## src/rtl/mask_ctrl_pkg.sv

```systemverilog
package mask_ctrl_pkg;

  typedef enum logic [3:0] {
    OP_NOP       = 4'd0,
    OP_VCMP      = 4'd1,
    OP_SAVE      = 4'd2,
    OP_AND_IF    = 4'd3,
    OP_ANDN_ELSE = 4'd4,
    OP_RESTORE   = 4'd5,
    OP_BR_VCCZ   = 4'd6,
    OP_BR_EXECZ  = 4'd7
  } mop_e;

  typedef struct packed {
    logic ld_exec;
    logic ld_vcc;
    logic ld_scc;
    logic wr_slot;
  } mask_we_t;

  function automatic mask_we_t decode_we(input logic [3:0] op);
    mask_we_t w;
    w = '0;
    case (op)
      OP_VCMP:      w.ld_vcc  = 1'b1;
      OP_SAVE:      w.wr_slot = 1'b1;
      OP_AND_IF,
      OP_ANDN_ELSE: begin
        w.ld_exec = 1'b1;
        w.ld_scc  = 1'b1;
      end
      OP_RESTORE:   w.ld_exec = 1'b1;
      default:      w = '0;
    endcase
    return w;
  endfunction

endpackage

```

## src/rtl/mask_slot_file.sv

```systemverilog
// Small file of saved masks. The write is synchronous and the read is combinational,
// so it maps to distributed (LUT) RAM and a restore completes in one cycle.
module mask_slot_file #(
  parameter int W     = 64,
  parameter int DEPTH = 8,
  localparam int AW   = (DEPTH > 1) ? $clog2(DEPTH) : 1
) (
  input  logic          clk,
  input  logic          we,
  input  logic [AW-1:0] waddr,
  input  logic [W-1:0]  wdata,
  input  logic [AW-1:0] raddr,
  output logic [W-1:0]  rdata
);

  logic [W-1:0] mem [DEPTH];

  always_ff @(posedge clk) begin
    if (we) mem[waddr] <= wdata;
  end

  assign rdata = mem[raddr];

endmodule

```

## src/rtl/mask_alu.sv

```systemverilog
// Per-lane mask arithmetic: gated compare, then-side AND, else-side AND-NOT.
module mask_alu
  import mask_ctrl_pkg::*;
#(
  parameter int LANES = 64
) (
  input  logic [3:0]       op,
  input  logic [LANES-1:0] exec_q,
  input  logic [LANES-1:0] vcc_q,
  input  logic [LANES-1:0] slot_val,
  input  logic [LANES-1:0] cmp_raw,
  output logic [LANES-1:0] exec_d,
  output logic [LANES-1:0] vcc_d,
  output logic             scc_d
);

  logic [LANES-1:0] cmp_gated;
  logic [LANES-1:0] then_m;
  logic [LANES-1:0] else_m;

  for (genvar i = 0; i < LANES; i++) begin : g_lane
    assign cmp_gated[i] = cmp_raw[i] & exec_q[i];
    assign then_m[i]    = vcc_q[i] & exec_q[i];
    assign else_m[i]    = slot_val[i] & ~exec_q[i];
  end

  always_comb begin
    exec_d = exec_q;
    case (op)
      OP_AND_IF:    exec_d = then_m;
      OP_ANDN_ELSE: exec_d = else_m;
      OP_RESTORE:   exec_d = slot_val;
      default:      exec_d = exec_q;
    endcase
  end

  assign vcc_d = cmp_gated;
  assign scc_d = |exec_d;

endmodule

```

## src/rtl/mask_branch.sv

```systemverilog
// Next-PC selection for the two skip branches.
module mask_branch
  import mask_ctrl_pkg::*;
#(
  parameter int LANES = 64,
  parameter int PC_W  = 16
) (
  input  logic [3:0]       op,
  input  logic [LANES-1:0] exec_q,
  input  logic [LANES-1:0] vcc_q,
  input  logic [PC_W-1:0]  pc_q,
  input  logic [PC_W-1:0]  target,
  output logic [PC_W-1:0]  pc_d
);

  logic vcc_empty;
  logic exec_empty;
  logic taken;

  assign vcc_empty  = (vcc_q == '0);
  assign exec_empty = (exec_q == '0);

  always_comb begin
    case (op)
      OP_BR_VCCZ:  taken = vcc_empty;
      OP_BR_EXECZ: taken = exec_empty;
      default:     taken = 1'b0;
    endcase
  end

  assign pc_d = taken ? target : pc_q + PC_W'(1);

endmodule

```

## src/rtl/simd_mask_ctrl.sv

```systemverilog
module simd_mask_ctrl
  import mask_ctrl_pkg::*;
#(
  parameter int LANES  = 64,
  parameter int NSREG  = 8,
  parameter int PC_W   = 16,
  localparam int SEL_W = (NSREG > 1) ? $clog2(NSREG) : 1
) (
  input  logic             clk,
  input  logic             rst,
  input  logic             issue_valid,
  input  logic [3:0]       opcode,
  input  logic [SEL_W-1:0] sdst,
  input  logic [SEL_W-1:0] ssrc,
  input  logic [PC_W-1:0]  br_target,
  input  logic [LANES-1:0] cmp_result,
  output logic [LANES-1:0] exec_mask,
  output logic [LANES-1:0] vcc_mask,
  output logic [PC_W-1:0]  pc,
  output logic             scc
);

  mask_we_t         we;
  logic [LANES-1:0] slot_val;
  logic [LANES-1:0] exec_d;
  logic [LANES-1:0] vcc_d;
  logic             scc_d;
  logic [PC_W-1:0]  pc_d;

  assign we = decode_we(opcode);

  mask_slot_file #(.W(LANES), .DEPTH(NSREG)) u_slots (
    .clk   (clk),
    .we    (issue_valid & we.wr_slot & ~rst),
    .waddr (sdst),
    .wdata (exec_mask),
    .raddr (ssrc),
    .rdata (slot_val)
  );

  mask_alu #(.LANES(LANES)) u_alu (
    .op       (opcode),
    .exec_q   (exec_mask),
    .vcc_q    (vcc_mask),
    .slot_val (slot_val),
    .cmp_raw  (cmp_result),
    .exec_d   (exec_d),
    .vcc_d    (vcc_d),
    .scc_d    (scc_d)
  );

  mask_branch #(.LANES(LANES), .PC_W(PC_W)) u_br (
    .op     (opcode),
    .exec_q (exec_mask),
    .vcc_q  (vcc_mask),
    .pc_q   (pc),
    .target (br_target),
    .pc_d   (pc_d)
  );

  always_ff @(posedge clk) begin
    if (rst) begin
      exec_mask <= {LANES{1'b1}};
      vcc_mask  <= '0;
      pc        <= '0;
      scc       <= 1'b0;
    end else if (issue_valid) begin
      if (we.ld_exec) exec_mask <= exec_d;
      if (we.ld_vcc)  vcc_mask  <= vcc_d;
      if (we.ld_scc)  scc       <= scc_d;
      pc <= pc_d;
    end
  end

endmodule

```

## config.mk

```make
export PLATFORM = sky130hd
export DESIGN_NAME = simd_mask_ctrl
export DESIGN_NICKNAME = d
export VERILOG_FILES = /design/src/rtl/mask_ctrl_pkg.sv /design/src/rtl/mask_slot_file.sv /design/src/rtl/mask_alu.sv /design/src/rtl/mask_branch.sv /design/src/rtl/simd_mask_ctrl.sv
export SDC_FILE = /design/constraint.sdc
export NUM_CORES = 1
export LEC_CHECK = 0
export CORE_UTILIZATION = 50
export DETAILED_ROUTE_END_ITERATION = 16
export HOLD_SLACK_MARGIN = 0.15
export PLACE_DENSITY_LB_ADDON = 0.05
export SLEW_MARGIN = 20
export SYNTH_ARGS = -nofsm -noshare
export SYNTH_HDL_FRONTEND = slang
export SYNTH_SLANG_ARGS = --single-unit
```

## constraint.sdc

```tcl
create_clock -name clk -period 10.51 [get_ports clk]
set_input_delay 3.153 -clock clk [delete_from_list [all_inputs] [get_ports clk]]
set_output_delay 3.153 -clock clk [all_outputs]
set_load 0.01 [all_outputs]
```

# After elaboration in Yosys (flattened, before gate mapping)
# Memories as Yosys holds them, arrays and structs flattened.
# Index checks and enable logic that the tools add are counted.
word_totals:
  regBits: 145
  mem_bits_rw: 512
  in_bits: 93
  out_inout_bits: 145
  elab_cells: 289
  n_memories: 1
memory_table:
  columns: ["memory", "words", "width", "rd", "rd_ports_with_merged_regs", "write_ports", "line", "text"]
  rows:
  - ["u_slots.mem", 8, 64, 1, 0, 1, "mask_slot_file.sv:16", "logic [W-1:0] mem [DEPTH];"]
classes:
  addsub: 1
  eq_ne: 7
  muxes: 9
  n_bitwise: 259
  n_reduce_logical: 8
op_table:
  columns: ["cell", "count"]
  rows:
  - ["AND 1 bit", 194]
  - ["one-hot mux 64 bit (3 select lines)", 1]
  - ["zero test 64 bit", 2]
  - ["NOT 1 bit", 65]
  - ["OR reduction 64 bit", 1]
  - ["adder 16 x 1 -> 16 bit (second input constant)", 1]
  - ["equality test 4 x 3 -> 1 bit (second input constant)", 4]
  - ["two-way mux 16 bit", 1]
  - ["equality test 4 x 2 -> 1 bit (second input constant)", 2]
  - ["two-way mux 1 bit", 6]
  - ["AND reduction 2 bit", 3]
  - ["equality test 4 x 1 -> 1 bit (second input constant)", 1]
  - ["OR reduction 3 bit", 1]
  - ["one-hot mux 1 bit (2 select lines)", 1]
  - ["OR reduction 2 bit", 1]

# Depth between registers and ports, before layout
# Gate-level depths: netlist of run 1.
logic_depth:
  ltp_word: 6
  ltp_mapped: 14
  mapped_depth_nobuf: 9

# Hierarchy
# Synthesis of run 1 repeated with hierarchy kept, for this count alone.
unflattened:
  cells_unflattened: 1863
  area_unflattened_um2: 28090.7
by_module_without_submodules:
  columns: ["module", "instances", "cells_each", "area_each_um2", "seq_area_each_um2"]
  rows:
  - ["mask_slot_file", 1, 752, 19266.0, 15374.7]
  - ["simd_mask_ctrl", 1, 635, 5719.2, 2902.8]
  - ["mask_alu", 1, 371, 2288.4, 0.0]
  - ["mask_branch", 1, 105, 817.0, 0.0]

# Least setup slack after synthesis of run 1
# OpenSTA, ideal clock, no wires.
synth_path:
  path_type: "input port to flip-flop"
  from: "input port opcode[0]"
  to: "memory u_slots.mem[0][0] (enable)"
  setup_time_ns: 0.565
  arrival_time_ns: 9.210
  required_time_ns: 9.945
  slack_ns: 0.735
  stages: 7
  n_path_buf: 4
  path_cell_list: "clkbuf_1 clkbuf_1 clkbuf_1 clkbuf_1 nor4b_1 or4b_2 nor3_1"
synth_via:
  elab_chain_len: 6
synth_rtl:
  columns: ["item", "line", "text"]
  rows:
  - ["start: declaration", "simd_mask_ctrl.sv:12", "input logic [3:0] opcode,"]
  - ["equality test 4 x 2 -> 1 bit", "mask_ctrl_pkg.sv:24", "case (op)"]
  - ["two-way mux 1 bit", "mask_ctrl_pkg.sv:24", null]
  - ["AND 1 bit (2 in series)", "simd_mask_ctrl.sv:34", ".we (issue_valid & we.wr_slot & ~rst),"]
  - ["two-way mux 1 bit", "mask_slot_file.sv:19", "if (we) mem[waddr] <= wdata;"]
  - ["two-way mux 1 bit (implied by the code)", "mask_slot_file.sv:19", null]
  - ["end: declaration", "mask_slot_file.sv:16", null]
# Every way passes these cells.

# Worst setup path in the final report of run 1
layout_path:
  from: "input port opcode[2]"
  to: "register scc"
layout_via:
  elab_chain_len: 4
  word_cells_on_any_way: 8
  classes_between: "3 x eq/ne; 2 x mux; 3 x reduce/logical"
layout_rtl:
  columns: ["item", "line", "text"]
  rows:
  - ["parallel branches: the longest is 4 deep, another holds one-hot mux 64 bit (3 select lines)", null, null]
  - ["end signal: assignment", "simd_mask_ctrl.sv:66", "scc <= 1'b0;"]
  - ["end signal: assignment", "simd_mask_ctrl.sv:70", "if (we.ld_scc) scc <= scc_d;"]
  - ["end: declaration", "simd_mask_ctrl.sv:20", "output logic scc"]
# Parallel ways; which one is timed is not known.
# A chain may end at the register's enable or synchronous reset.

==> implementation parameters, run 1 <==
Parameter                              Value

Pwr
  Worst vdd rail ir drop ... 0.0001420 V
  Post-route total power ... 5722 uW
  Pwr per Cell Area ... 174.6 nW/um^2
  Combinational power share ... 0.066
  Switching fraction of total power ... 0.2210
  Sequential share of power ... 0.499
  Fraction of power consumed by the clock network ... 0.435
  Power Internal ... 4458 uW
  Leakage ... 0.01059 uW
  Power dissipated by switching net loads ... 1265 uW

Logic synthesis
  Cell with the most instances after synthesis ... sky130_fd_sc_hd__edfxtp_1
  EDFF count, synth ... 512
  Number of synthesized register bits ... 657
  Ranking of synthesized cells by area ... sky130_fd_sc_hd__edfxtp_1 56%, sky130_fd_sc_hd__dfxtp_1 11%, sky130_fd_sc_hd__mux4_2 5.5%
  Async SR Flop Fraction ... 0
  Post-synthesis instance area ... 27210 um^2
  Post-synth net total ... 2015
  Post-synthesis cell type count ... 64
  Yosys warnings ... 0
  Synth top area share ... 0.5650
  Most used DFF post-synth ... sky130_fd_sc_hd__edfxtp_1
  Leading area contributor after synthesis ... sky130_fd_sc_hd__edfxtp_1
  Gate count of the mapped netlist ... 1921
  Sequential area share after synthesis ... 0.6716
  Most instantiated cells after synthesis ... 512 x sky130_fd_sc_hd__edfxtp_1, 156 x sky130_fd_sc_hd__nand2_1, 145 x sky130_fd_sc_hd__dfxtp_1
  Post-synthesis area per instance ... 14.17 um^2

STA
  Number of hold violations in the final report ... 0
  Fin crit period ... 6.548 ns
  Transition time at the pin with the least slew margin ... 1.115 ns
  Setup repair after global routing missed its margin ... no
  Achievable Freq ... 152.7 MHz
  Setup total negative slack ... 0 ns
  Largest clock skew in the final design ... 0.01602 ns
  Max-slew violations ... 0
  Number of setup violations in the final report ... 0
  Worst slew margin relative to its limit ... 0.2569
  Final Cycle Share ... 0.6230

Route
  Drt wl/cell ... 29.44 um
  Highest routed layer ... met4
  Routed length on met3 ... 7413 um
  Final Routed Wirelength ... 85590 um
  Detailed router's first-iteration violation count ... 2127
  Detail-routed via count per cell ... 6.455
  Antenna-violating nets left ... 0
  Routed met2 length ... 39170 um
  Number of remaining DRC errors ... 0
  M1 WL ... 36340 um
  Routed via count ... 18770
  First-pass iteration count of the detailed router ... 5

Setup path
  Stage delay of the slowest cell on the critical path ... 0.83 ns
  Crit path cell chain ... clkdlybuf4s50_1, buf_4, or3b_2, buf_4, o211a_1, a31oi_1, nand4_1, nor3_1, nand4_1, nor4_1, nor3_1
  Biggest fanout along the worst timing path ... 32
  Critical path launch point type ... primary input
  WP data required ... 10.97 ns
  Sort of element at the end of the critical path ... register
  Kind of cell adding the most delay to the critical path ... simple AND/OR/NAND/NOR gates
  Crit path buffers/inverters ... 3
  Slowest cell on the critical path ... sky130_fd_sc_hd__or3b_2
  Worst path arrival time ... 7.01 ns
  Crit Path Category ... primary input to register

Floorplanning
  Die W ... 235.3 um
  Number of primary I/O pins ... 238
  Initial core utilization ... 0.5057
  Number of rows created at floorplan ... 85
  Core area ... 53810 um^2
  Full die area ... 55360 um^2
  Die boundary height ... 235.3 um

Clock network
  Number of H-tree levels ... 3
  Clock latency at the later pin of the worst-skew pair ... 0.61 ns
  Clock-pin slew reported for the worst setup and hold paths after clock tree synthesis ... 0.06 ns
  Number of hold buffers added after CTS ... 0
  Number of gates given a new drive strength after cts ... 0
  Post-CTS setup buffers ... 0
  Clock tree from TritonCTS ... done
  Number of buffers added by the clock tree synthesis step ... 69
  Sink Count ... 657
  Root Buffer ... sky130_fd_sc_hd__clkbuf_16
  Buffer depth of the longest clock path ... 3

Global route
  Number of antenna violations at the first check in global routing ... 0
  Via count of the first global-routing pass ... 17720
  Largest net degree at the start of global routing ... 91
  Total Routing Usage GR ... 0.3081
  Congestion Overflow GR ... 0
  Wire length of the first global-routing pass ... 123900 um

Place
  Global placer's final weighted congestion ... 0.9008
  HPWL Detailed ... 53950 um
  Port Buffers ... 237

Worst hold path
  Path category of the worst min-delay check ... register to register

Run
  Max capacitance violation total ... 0

Layout
  Fill cell instance count of the final layout ... 4132
  Layout Area Growth over Synthesis ... 20.45%
  Number of diodes ... 0
  Reg area ... 18280 um^2
  Final net count ... 2252
  Layout cells sized above 1 ... 0.1307
  Area used by multi-input combinational logic ... 8333 um^2

Outcome
  Status ... finished, final reports clean
[metal layers]
layer	up-vias	GRT usage
li1	8047	-
met1	9549	0.4443
met2	1002	0.4724
met3	168	0.06144
met4	0	0.09705
met5	-	0
[cell usage in the layout, fill, tap and decap left out, drive strengths merged, types with 36 or more instances in the layout]
| cell | n |
|---|---|
| o21ai | 68 |
| mux4 | 67 |
| clkdlybuf4s50 | 230 |
| nor4 | 40 |
| mux2i | 104 |
| buf | 75 |
| nand3 | 79 |
| a21oi | 110 |
| edfxtp | 512 |
| clkbuf | 100 |
| nand2 | 156 |
| nor2 | 77 |
| dfxtp | 145 |
| a211o | 36 |
[kinds of logic after synthesis]
logic type | after synthesis | synth area share
adder cells (fa/ha/maj) | 1 | 0.0004597
buffers and inverters | 153 | 0.02538
AO/OA/AOI/OAI | 431 | 0.1097
AND/OR/NAND/NOR | 485 | 0.08966
flip-flops | 657 | 0.6716
multiplexers | 194 | 0.1032
[registers in the layout, summed over array words and instances (netlist names)]
signal	cells
vcc_mask	64
exec_mask	64
scc	1
pc	16
u_slots.mem	512
[worst paths after layout]
kind,from,endpoint,slack (ns),cells past startpoint
setup / recovery,opcode[2],scc$_SDFFE_PP0P_,3.96,11
hold / removal,exec_mask[40]$_SDFFE_PP1P_,u_slots.mem[1][40]$_DFFE_PP_,0.47,0
setup reg to reg,exec_mask[8]$_SDFFE_PP1P_,pc[6]$_SDFFE_PP0P_,6.97,6
hold reg to reg,exec_mask[40]$_SDFFE_PP1P_,u_slots.mem[1][40]$_DFFE_PP_,0.47,0
[power groups by stage]
stage          combinational, uW  sequential (uW)  clock, uW
6_report                     380             2860       2490
3_5_place_dp                 375             2910          0
4_1_cts                      376             2860       2510
5_1_grt                      400             2860       2610
3_3_place_gp                 372             2910          0
2_1_floorplan                196             2900          0
[cell type report]
cell class / count / share of cell area
multi-input combinational: 1111 / 0.2542
tap: 696 / 0.02657
clock inverter: 24 / 0.008093
sequential: 657 / 0.5576
inverter: 14 / 0.001603
timing repair buffer: 305 / 0.08906
clock buffer: 100 / 0.06283
[through the flow]
step / instance area, um^2 / utilization / hold WS, ns / cells / setup slack [ns]
detailed placement: 30450 / 0.5658 / 0.4634 / 2783 / 3.506
floorplan: 27210 / - / 0.4880 / 1921 / 0.7348
global placement: 30390 / 0.5648 / 0.4424 / 2781 / 3.477
CTS: 32770 / 0.6090 / 0.4747 / 2907 / 4.133
global route: 32780 / 0.6091 / 0.4879 / 2907 / 3.853
finish: 32780 / 0.6091 / 0.4679 / 2907 / 3.962
Note: power is estimated with default switching activity, not from simulation.
==> run 2, diff against run 1 <==
Clock period 10.51 ns to 6.7 ns, I/O delays scaled along.
==> run 2 against run 1 <==
Compared with the run above:
- highest routed layer unchanged
- utilization increased by 0.12 points
- wire length is 1.3% higher
- worst setup slack worse by 2.5 ns
- critical path depth decreased by 3
- final cell count up 0.14%
- final area up 0.20%
- critical path type unchanged
- critical endpoint unchanged
- via count increased by 0.47%
- sequential share of layout area fell by 0.11 points
- worst hold slack got worse by 0.0031 ns
- combinational power up 55%
==> implementation parameters, run 2 (synthesized netlist as in run 1, its figures left out) <==
Parameter                              Value

STA
  Transition time at the pin with the least slew margin ... 1.171 ns
  Number of hold violations in the final report ... 0
  Max-slew violations ... 0
  Minimum setup slack in the final design ... 1.447 ns
  Fin crit period ... 5.253 ns
  Setup repair after global routing missed its margin ... no
  Achievable Freq ... 190.4 MHz
  Final Cycle Share ... 0.7840
  Number of setup violations in the final report ... 0
  Worst slew margin relative to its limit ... 0.2156
  Largest clock skew in the final design ... 0.02448 ns

Clock network
  Clock tree from TritonCTS ... done
  Number of hold buffers added after CTS ... 0
  Number of gates given a new drive strength after cts ... 0
  Root Buffer ... sky130_fd_sc_hd__clkbuf_16
  Number of H-tree levels ... 3
  Clock-pin slew reported for the worst setup and hold paths after clock tree synthesis ... 0.06 ns
  Clock latency at the later pin of the worst-skew pair ... 0.62 ns
  Post-CTS setup buffers ... 0
  Number of buffers added by the clock tree synthesis step ... 72
  Sink Count ... 657
  Buffer depth of the longest clock path ... 3

Route
  Highest routed layer ... met4
  Detail-routed via count per cell ... 6.477
  Antenna-violating nets left ... 0
  Routed length on met3 ... 7901 um
  Routed met2 length ... 38810 um
  Number of remaining DRC errors ... 0
  Final Routed Wirelength ... 86670 um
  M1 WL ... 36570 um
  Routed via count ... 18860
  Drt wl/cell ... 29.77 um
  Detailed router's first-iteration violation count ... 2175
  First-pass iteration count of the detailed router ... 6

Global route
  Via count of the first global-routing pass ... 17950
  Number of antenna violations at the first check in global routing ... 1
  Wire length of the first global-routing pass ... 125200 um
  Largest net degree at the start of global routing ... 78
  Congestion Overflow GR ... 0
  Total Routing Usage GR ... 0.3118

Floorplanning
  Full die area ... 55360 um^2
  Die W ... 235.3 um
  Number of primary I/O pins ... 238
  Core area ... 53810 um^2
  Die boundary height ... 235.3 um
  Number of rows created at floorplan ... 85
  Initial core utilization ... 0.5057

Layout
  Layout Area Growth over Synthesis ... 20.68%
  Leading registers by flop count ... u_slots.mem (512), exec_mask (64), vcc_mask (64)
  Area used by multi-input combinational logic ... 8339 um^2
  Layout cells sized above 1 ... 0.1260
  Largest reg by FF count ... u_slots.mem
  Fill cell instance count of the final layout ... 4148
  Reg area ... 18280 um^2
  Commonest non-fill, non-tap cells in the layout ... 512 x sky130_fd_sc_hd__edfxtp_1, 230 x sky130_fd_sc_hd__clkdlybuf4s50_1, 155 x sky130_fd_sc_hd__nand2_1, 145 x sky130_fd_sc_hd__dfxtp_1, 110 x sky130_fd_sc_hd__a21oi_1
  Number of flip-flops under the largest register name ... 512
  Most frequent standard cell in the layout excluding fill and tap cells ... sky130_fd_sc_hd__edfxtp_1
  Final net count ... 2252
  Final instance count without filler cells ... 2911

Setup path
  Biggest fanout along the worst timing path ... 12
  Crit Path Category ... primary input to register
  Critical path launch point type ... primary input
  WP data required ... 7.15 ns
  Sort of element at the end of the critical path ... register
  Worst reg-to-reg path cell count ... 9
  Most Frequent Cell on Critical Path ... sky130_fd_sc_hd__or4_1
  Slowest cell on the critical path ... sky130_fd_sc_hd__clkdlybuf4s50_1
  Worst path arrival time ... 5.70 ns
  Stage delay of the slowest cell on the critical path ... 0.87 ns
  Crit path cell chain ... clkdlybuf4s50_1, nand4bb_1, o211ai_1, o41ai_1, or4_1, or4_1, nor4_1, nor3_1

Pwr
  Worst vdd rail ir drop ... 0.0002195 V
  Leakage ... 0.01061 uW
  Pwr per Cell Area ... 272.4 nW/um^2

Place
  Placed cells ... 2779
  Worst setup slack after placement ... 1.010 ns
  Global placer's final weighted congestion ... 0.9099
  HPWL Detailed ... 54480 um
  Port Buffers ... 237

Worst hold path
  Path category of the worst min-delay check ... register to register
  Worst hold path depth ... 0

Outcome
  Status ... finished, final reports clean

Run
  Max capacitance violation total ... 0
==> run 2: through the flow <==
stage | util | instance area [um^2] | setup TNS (ns) | hold slack (ns) | power, uW
2_1_floorplan | - | 27230 | -27.53 | 0.4880 | 4864
3_3_place_gp | 0.5673 | 30530 | 0 | 0.4435 | 5150
3_5_place_dp | 0.5673 | 30530 | 0 | 0.4474 | 5159
4_1_cts | 0.6100 | 32830 | 0 | 0.4640 | 8989
5_1_grt | 0.6103 | 32840 | 0 | 0.4835 | 9189
6_report | 0.6103 | 32840 | 0 | 0.4649 | 8946
==> run 2: worst paths after layout <==
kind              slack [ns]                        from                            to
hold / removal          0.46  exec_mask[40]$_SDFFE_PP1P_  u_slots.mem[1][40]$_DFFE_PP_
setup / recovery        1.45                   opcode[1]              scc$_SDFFE_PP0P_
hold reg to reg         0.46  exec_mask[40]$_SDFFE_PP1P_  u_slots.mem[1][40]$_DFFE_PP_
setup reg to reg        3.65  exec_mask[33]$_SDFFE_PP1P_            pc[7]$_SDFFE_PP0P_
==> run 2: area by class of cell <==
class                   count  area share
flip-flops and latches    657      0.5565
multi-input cells        1111      0.2539
repair buffers            302     0.09128
clock buffers             111     0.06534
well taps                 696     0.02652
clock inverters            19    0.004762
inverters                  14    0.001600
diodes                      1  0.00007619
==> run 2: metal layers <==
metal,GRT usage,vias to the layer above
met3,0.06625,203
li1,-,8061
met1,0.4503,9520
met5,0,-
met4,0.1194,0
met2,0.4649,1071
==> run 2: worst max-delay path, delay by kind of cell <==
family / cells / cell delay (ns)
AO/OA/AOI/OAI: 2 / 0.59
buffers and inverters: 1 / 0.87
AND/OR/NAND/NOR: 5 / 2.22
==> run 2: where the power goes <==
part	switching [uW]	internal, uW	leakage, uW
Sequential	86.0	4410	0.00554
Clock	1580	2290	0.00113
Combinational	335	253	0.00394
Total	2000	6950	0.0106
